==> src/rtl/pause_pkg.sv <==
package pause_pkg;

    typedef enum logic [1:0] {
        PS_IDLE  = 2'd0,
        PS_SHORT = 2'd1,
        PS_COUNT = 2'd2
    } pause_state_e;

endpackage

==> src/rtl/pause_prescaler.sv <==
module pause_prescaler #(
    parameter int PRE_W = 3
) (
    input  logic clk,
    input  logic rst,
    input  logic clr,
    input  logic run,
    output logic wrap
);
    localparam logic [PRE_W-1:0] PRE_MAX = {PRE_W{1'b1}};

    logic [PRE_W-1:0] pre_q;

    always_ff @(posedge clk) begin
        if (rst || clr) begin
            pre_q <= '0;
        end else if (run) begin
            pre_q <= pre_q + 1'b1;
        end
    end

    assign wrap = run && !clr && (pre_q == PRE_MAX);
endmodule

==> src/rtl/pause_thread.sv <==
module pause_thread
    import pause_pkg::*;
#(
    parameter int DATA_W = 16,
    parameter int SHIFT  = 3
) (
    input  logic              clk,
    input  logic              rst,
    input  logic              wr_en,
    input  logic [DATA_W-1:0] wr_data,
    input  logic              trap,
    output logic              stall,
    output logic              done
);
    localparam int CNT_W = DATA_W - SHIFT;
    localparam logic [CNT_W-1:0] CNT_ONE = CNT_W'(1);

    pause_state_e     state_q, state_d;
    logic [CNT_W-1:0] cnt_q, cnt_d;
    logic             done_d;
    logic             group_wrap;
    logic             active;
    logic [CNT_W-1:0] load_val;

    assign active   = (state_q != PS_IDLE);
    assign load_val = wr_data[DATA_W-1:SHIFT];

    pause_prescaler #(.PRE_W(SHIFT)) u_pre (
        .clk  (clk),
        .rst  (rst),
        .clr  ((state_q != PS_COUNT) || wr_en),
        .run  (state_q == PS_COUNT),
        .wrap (group_wrap)
    );

    // next-state and next-count decode
    always_comb begin
        state_d = state_q;
        cnt_d   = cnt_q;
        done_d  = 1'b0;
        if (trap && active) begin
            state_d = PS_IDLE;
            cnt_d   = '0;
            done_d  = 1'b1;
        end else if (wr_en) begin
            cnt_d   = load_val;
            state_d = (load_val == '0) ? PS_SHORT : PS_COUNT;
        end else begin
            unique case (state_q)
                PS_IDLE: begin
                    state_d = PS_IDLE;
                end
                PS_SHORT: begin
                    state_d = PS_IDLE;
                    done_d  = 1'b1;
                end
                PS_COUNT: begin
                    if (group_wrap) begin
                        cnt_d = cnt_q - 1'b1;
                        if (cnt_q == CNT_ONE) begin
                            state_d = PS_IDLE;
                            done_d  = 1'b1;
                        end
                    end
                end
                default: begin
                    state_d = PS_IDLE;
                end
            endcase
        end
    end

    // state register
    always_ff @(posedge clk) begin
        if (rst) begin
            state_q <= PS_IDLE;
        end else begin
            state_q <= state_d;
        end
    end

    // output and counter registers
    always_ff @(posedge clk) begin
        if (rst) begin
            cnt_q <= '0;
            done  <= 1'b0;
        end else begin
            cnt_q <= cnt_d;
            done  <= done_d;
        end
    end

    assign stall = active;
endmodule

==> src/rtl/pause_unit.sv <==
module pause_unit #(
    parameter int N_THREADS = 4,
    parameter int DATA_W    = 16,
    parameter int SHIFT     = 3
) (
    input  logic                          clk,
    input  logic                          rst,
    input  logic [N_THREADS-1:0]          wr_en,
    input  logic [N_THREADS*DATA_W-1:0]   wr_data,
    input  logic [N_THREADS-1:0]          trap,
    output logic [N_THREADS-1:0]          stall,
    output logic [N_THREADS-1:0]          done
);
    for (genvar t = 0; t < N_THREADS; t++) begin : g_lane
        pause_thread #(
            .DATA_W (DATA_W),
            .SHIFT  (SHIFT)
        ) u_lane (
            .clk     (clk),
            .rst     (rst),
            .wr_en   (wr_en[t]),
            .wr_data (wr_data[t*DATA_W +: DATA_W]),
            .trap    (trap[t]),
            .stall   (stall[t]),
            .done    (done[t])
        );
    end
endmodule

==> config.mk <==
export PLATFORM = sky130hd
export DESIGN_NAME = pause_unit
export DESIGN_NICKNAME = d
export VERILOG_FILES = /design/src/rtl/pause_pkg.sv /design/src/rtl/pause_prescaler.sv /design/src/rtl/pause_thread.sv /design/src/rtl/pause_unit.sv
export SDC_FILE = /design/constraint.sdc
export NUM_CORES = 1
export LEC_CHECK = 0
export ABC_AREA = 1
export BUFFER_PORTS_ARGS = -buffer_cell sky130_fd_sc_hd__buf_2
export CORE_UTILIZATION = 45
export CTS_CLUSTER_DIAMETER = 100
export DETAILED_ROUTE_END_ITERATION = 16
export GPL_ROUTABILITY_DRIVEN = 0
export GPL_TIMING_DRIVEN = 0
export HOLD_SLACK_MARGIN = 0.06
export PLACE_DENSITY = 0.69
export SLEW_MARGIN = 0
export SYNTH_ARGS = -nofsm -noshare
export SYNTH_HDL_FRONTEND = slang
export SYNTH_SLANG_ARGS = --single-unit
==> constraint.sdc <==
create_clock -name clk -period 3.87 [get_ports clk]
set_input_delay 0.9675 -clock clk [delete_from_list [all_inputs] [get_ports clk]]
set_output_delay 0.9675 -clock clk [all_outputs]
set_load 0.005 [all_outputs]
======== Word level (Yosys, flattened, before mapping) ========
Index checks and enable logic that the tools add are counted.
storage, ports and cells
  logic and storage cells ................. 156
  output and inout bits ................... 8
  input port bits ......................... 74
  bits in registers ....................... 76
cells by class
  equality and inequality tests ........... 28
  $add $sub $neg .......................... 8
  reductions and logical operators ........ 52
  multiplexer cells ....................... 52
operators with widths
  cell                                                   count
  2-to-1 mux 13 bit                                      12
  equality test 13 x 1 -> 1 bit, second input constant   4
  logical NOT 13 bit                                     4
  subtractor 13 x 1 -> 13 bit, second input constant     4
  2-to-1 mux 2 bit                                       20
  inequality test 3 x 2 -> 1 bit, second input constant  8
  nonzero test 2 bit                                     12
  2-to-1 mux 1 bit                                       16
  AND reduction 2 bit                                    8
  adder 3 x 1 -> 3 bit, second input constant            4
  equality test 3 bit, second input constant             4
  logical AND 1 bit                                      12
  equality test 2 x 1 -> 1 bit, second input constant    4
  equality test 2 bit, second input constant             4
  logical OR 1 bit                                       8
  inequality test 2 bit, second input constant           4
  case mux 1 bit (2 select lines)                        4
  OR reduction 2 bit                                     4
  logical NOT 1 bit                                      4

======== Logic depth before layout (Yosys ltp) ========
  depth in word-level cells ............... 9
  gate-level depth with buffers ........... 10
  depth with buffers taken out ............ 10

======== Cells and area by module ========
A second synthesis with hierarchy kept.
second synthesis, totals
  cells, all modules ...................... 832
  area, all modules ....................... 5290.1 um2
modules (own cells, without submodules)
  module           seq. area each (um2)  area an instance (um2)  times used  cells an instance
  pause_thread     320.3                 1171.1                  4           186
  pause_prescaler  60.1                  151.4                   4           22

======== Least setup slack after synthesis ========
OpenSTA, ideal clock, no wires.
  kind .................................... reg-to-output
  from .................................... register g_lane[0].u_lane.state_q[0]
  to ...................................... output port stall[0]
  stages on the path, launching flop included .. 5
  data arrival time ....................... 717 ps
  setup slack ............................. 2186 ps
  path buffers ............................ 1
  cell sequence ........................... dfxtp_1 > inv_1 > ha_1 > inv_1 > buf_4
between the ends
  cells in the longest elaborated chain, start to end .. 1
ends and longest elaborated chain
  item                      line                text
  start: declaration        pause_thread.sv:18  pause_state_e state_q, state_d;
  start signal: assignment  pause_thread.sv:78  state_q <= state_d;
  nonzero test 2 bit        pause_thread.sv:25  assign active = (state_q != PS_IDLE);
  end: declaration          pause_unit.sv:11    output logic [N_THREADS-1:0] stall,
No other way between the ends.

======== Final worst setup path ========
  from .................................... register g_lane[2].u_lane.state_q[0]
  to ...................................... output port stall[2]
between the ends
  cells in the longest elaborated chain, start to end .. 1
ends and longest elaborated chain
  item                      line
  start: declaration        pause_thread.sv:18
  start signal: assignment  pause_thread.sv:78
  nonzero test 2 bit        pause_thread.sv:25
No other way between the ends.

==> qor.txt <==
# hold bufs at CTS = 0
largest cells by area after synthesis = dfxtp_1, nand2_1, inv_1, ha_1, nand3_1
die area = 11,800 sq um
Detailed Route Iter0 Violations = 234
Distinct cells, synth = 33
CP Class = register to output port
min-delay worst type = register to register
utilization after layout = 53.7%
cell total after placement = 1,000
Clock Sink Count = 76
Power Dens Cells = 342 nW/um^2
fin crit period = 2200 ps
Top FF cell, synth = dfxtp_1
VDD IR max = 0.000269 V
count leader, synth = nand2_1
hpwl dp = 8.81 mm
post-route antenna net violation count = 0
Hold Vio Cnt, Final = 0
hold path start = g_lane[1].u_lane.u_pre.pre_q[0]
Critical Path RT = 2900 ps
Layout area overhead = 15.2%
Max-slew headroom = 75.7%
outcome = finished clean
Async SR Flop Fraction = 0%
post-route clock period utilization = 56.8%
Vias per Instance = 4.82
Post-synth top cells = nand2_1, inv_1, dfxtp_1, nor2_1, nand3_1
static leakage = 0.00285 uW
hold endpoint = g_lane[1].u_lane.u_pre.pre_q[0]
TritonCTS clock tree = yes
setup bufs post-CTS = 0
setup TNS = 0 ps
Synth Register Bits = 76
number of synthesized flops with an enable pin = 0
setup slack, reg-to-reg = 2350 ps
area of the multi-input gates = 2870 sq um
Worst Reg2Reg Path Length in Cells = 8
worst hold margin = 417 ps
row count = 38
number of global-route vias before repair = 4,447
max-slew violations = 0
nets@finish = 973
CTS-repair resized insts = 0
largest net degree at the start of global routing = 12
final WL = 11.6 mm
H-tree lvl count = 3
syn avg cell area = 6.44 sq um
layout cell share with drive strength beyond 1 = 18.8%
CP Launch Type = register
Yosys top cell area share = 29.8%
Pre-Repair DR Iteration Count = 5
Starting Density = 46.6%
FF/Latch Area = 1520 sq um
Die Wd = 108 um
vias = 4,886
Final setup viols = 0
Total Power = 2010 uW
die span in y = 108 um
Clock Path Buffers = 2
register area share after synthesis = 29.8%
I/O Pins = 82
Port Buffer Count = 69
Clock transition at path regs = 60 ps
Mapped Nets = 893
RSZ-0062 raised after global routing = false
Num CTS Buffers = 9
fillers = 1,167
Critical Path End Type = output port
Worst EP arrival = 1230 ps
yosys warns = 0
leading area contributor after synthesis = dfxtp_1
drt drc = 0
maximum clock rate = 455 MHz
first-pass GRT wire length = 20.0 mm
synthesized cell area = 5100 sq um
Worst Max-Slew Pin Slew = 361 ps
initial antenna violation count = 0
ant diodes = 0
worst skew pair latency = 340 ps
Cell Count, Final, Fillers Out = 1,013
crit-path max FO = 3
Max Cap Viol = 0
post-synthesis cell count = 791
Reg-to-Reg End = g_lane[1].u_lane.cnt_q[5]
hold path depth = 1
Final Skew = 5.95 ps
WL/cell = 11.4 um
Worst R2R Start = g_lane[1].u_lane.state_q[0]
Root Driver = clkbuf_16
gr ovfl total = 0
Core Region = 10,900 sq um
Total GRT Usage = 21.6%
-- cells by family (layout without fill, tap and decap cells) --
| family | count (synthesis) | after routing | synth area share (%) |
|---|---|---|---|
| fa+ha+maj | 28 | 28 | 6.87 |
| xor+xnor | 11 | 11 | 1.89 |
| compound gates | 120 | 120 | 13.4 |
| simple gates | 385 | 385 | 34.2 |
| flops | 76 | 76 | 29.8 |
| buf+inv | 171 | 253 | 13.8 |
-- per-layer routing --
metal / GRT usage (%) / share of wire (%)
met1: 28.2 / 49
met5: 0 / 0
met3: 5.06 / 4.4
met2: 35.7 / 46
met4: 5.69 / 1.1
-- cells in the final DEF (no fill, tap or decap), types with 10 or more instances in the layout --
| cell type | Yosys | layout |
|---|---|---|
| nor2_4 | 10 | 10 |
| nor2_2 | 13 | 13 |
| buf_2 | 10 | 79 |
| inv_2 | 12 | 12 |
| a31oi_1 | 15 | 15 |
| o22ai_1 | 20 | 20 |
| a21oi_1 | 52 | 52 |
| dfxtp_1 | 76 | 76 |
| ha_1 | 28 | 28 |
| o21ai_0 | 18 | 18 |
| nand2_2 | 13 | 13 |
| nand2_1 | 188 | 188 |
| nor2_1 | 73 | 73 |
| inv_1 | 138 | 138 |
| nand3_1 | 70 | 70 |
-- worst max-delay path by stage --
stage,end,start,slack [ps]
global placement,g_lane[2].u_lane.cnt_q[5],rst,1840
CTS,stall[2],g_lane[2].u_lane.state_q[0],1630
global route,stall[0],g_lane[0].u_lane.state_q[0],1580
detailed placement,g_lane[1].u_lane.cnt_q[11],rst,1810
floorplan,stall[0],g_lane[0].u_lane.state_q[0],2190
finish,stall[2],g_lane[2].u_lane.state_q[0],1670
-- power by group --
part / internal [uW] / switching, uW
registers: 818 / 31.7
logic: 151 / 247
clock network: 441 / 318
-- per-stage QoR --
step / setup slack, ps / instance area (sq um)
after CTS: 1630 / 5870
after global placement: 1840 / 5620
after global routing: 1580 / 5870
after detailed placement: 1810 / 5620
after floorplan: 2190 / 5100
final: 1670 / 5870
-- cell type report --
cell class	instances	share of cell area [%]
clock inverter	2	0.234
timing repair buffer	69	5.88
clock buffer	11	4.13
buffer	21	2.39
inverter	150	9.58
tap	140	2.98
sequential	76	25.9
multi-input combinational	544	48.9
-- critical path: stages, from the launching register on --
cell,delay [ps]
dfxtp_1,360
inv_1,70
ha_1,210
inv_1,70
buf_4,90
buf_2,90
-- registers in the layout (all words and copies together) (netlist names) --
register and count:
g_lane.u_lane.state_q 8, g_lane.u_lane.done 4, g_lane.u_lane.cnt_q 52, g_lane.u_lane.u_pre.pre_q 12
Power figures use the tool's default switching activity.
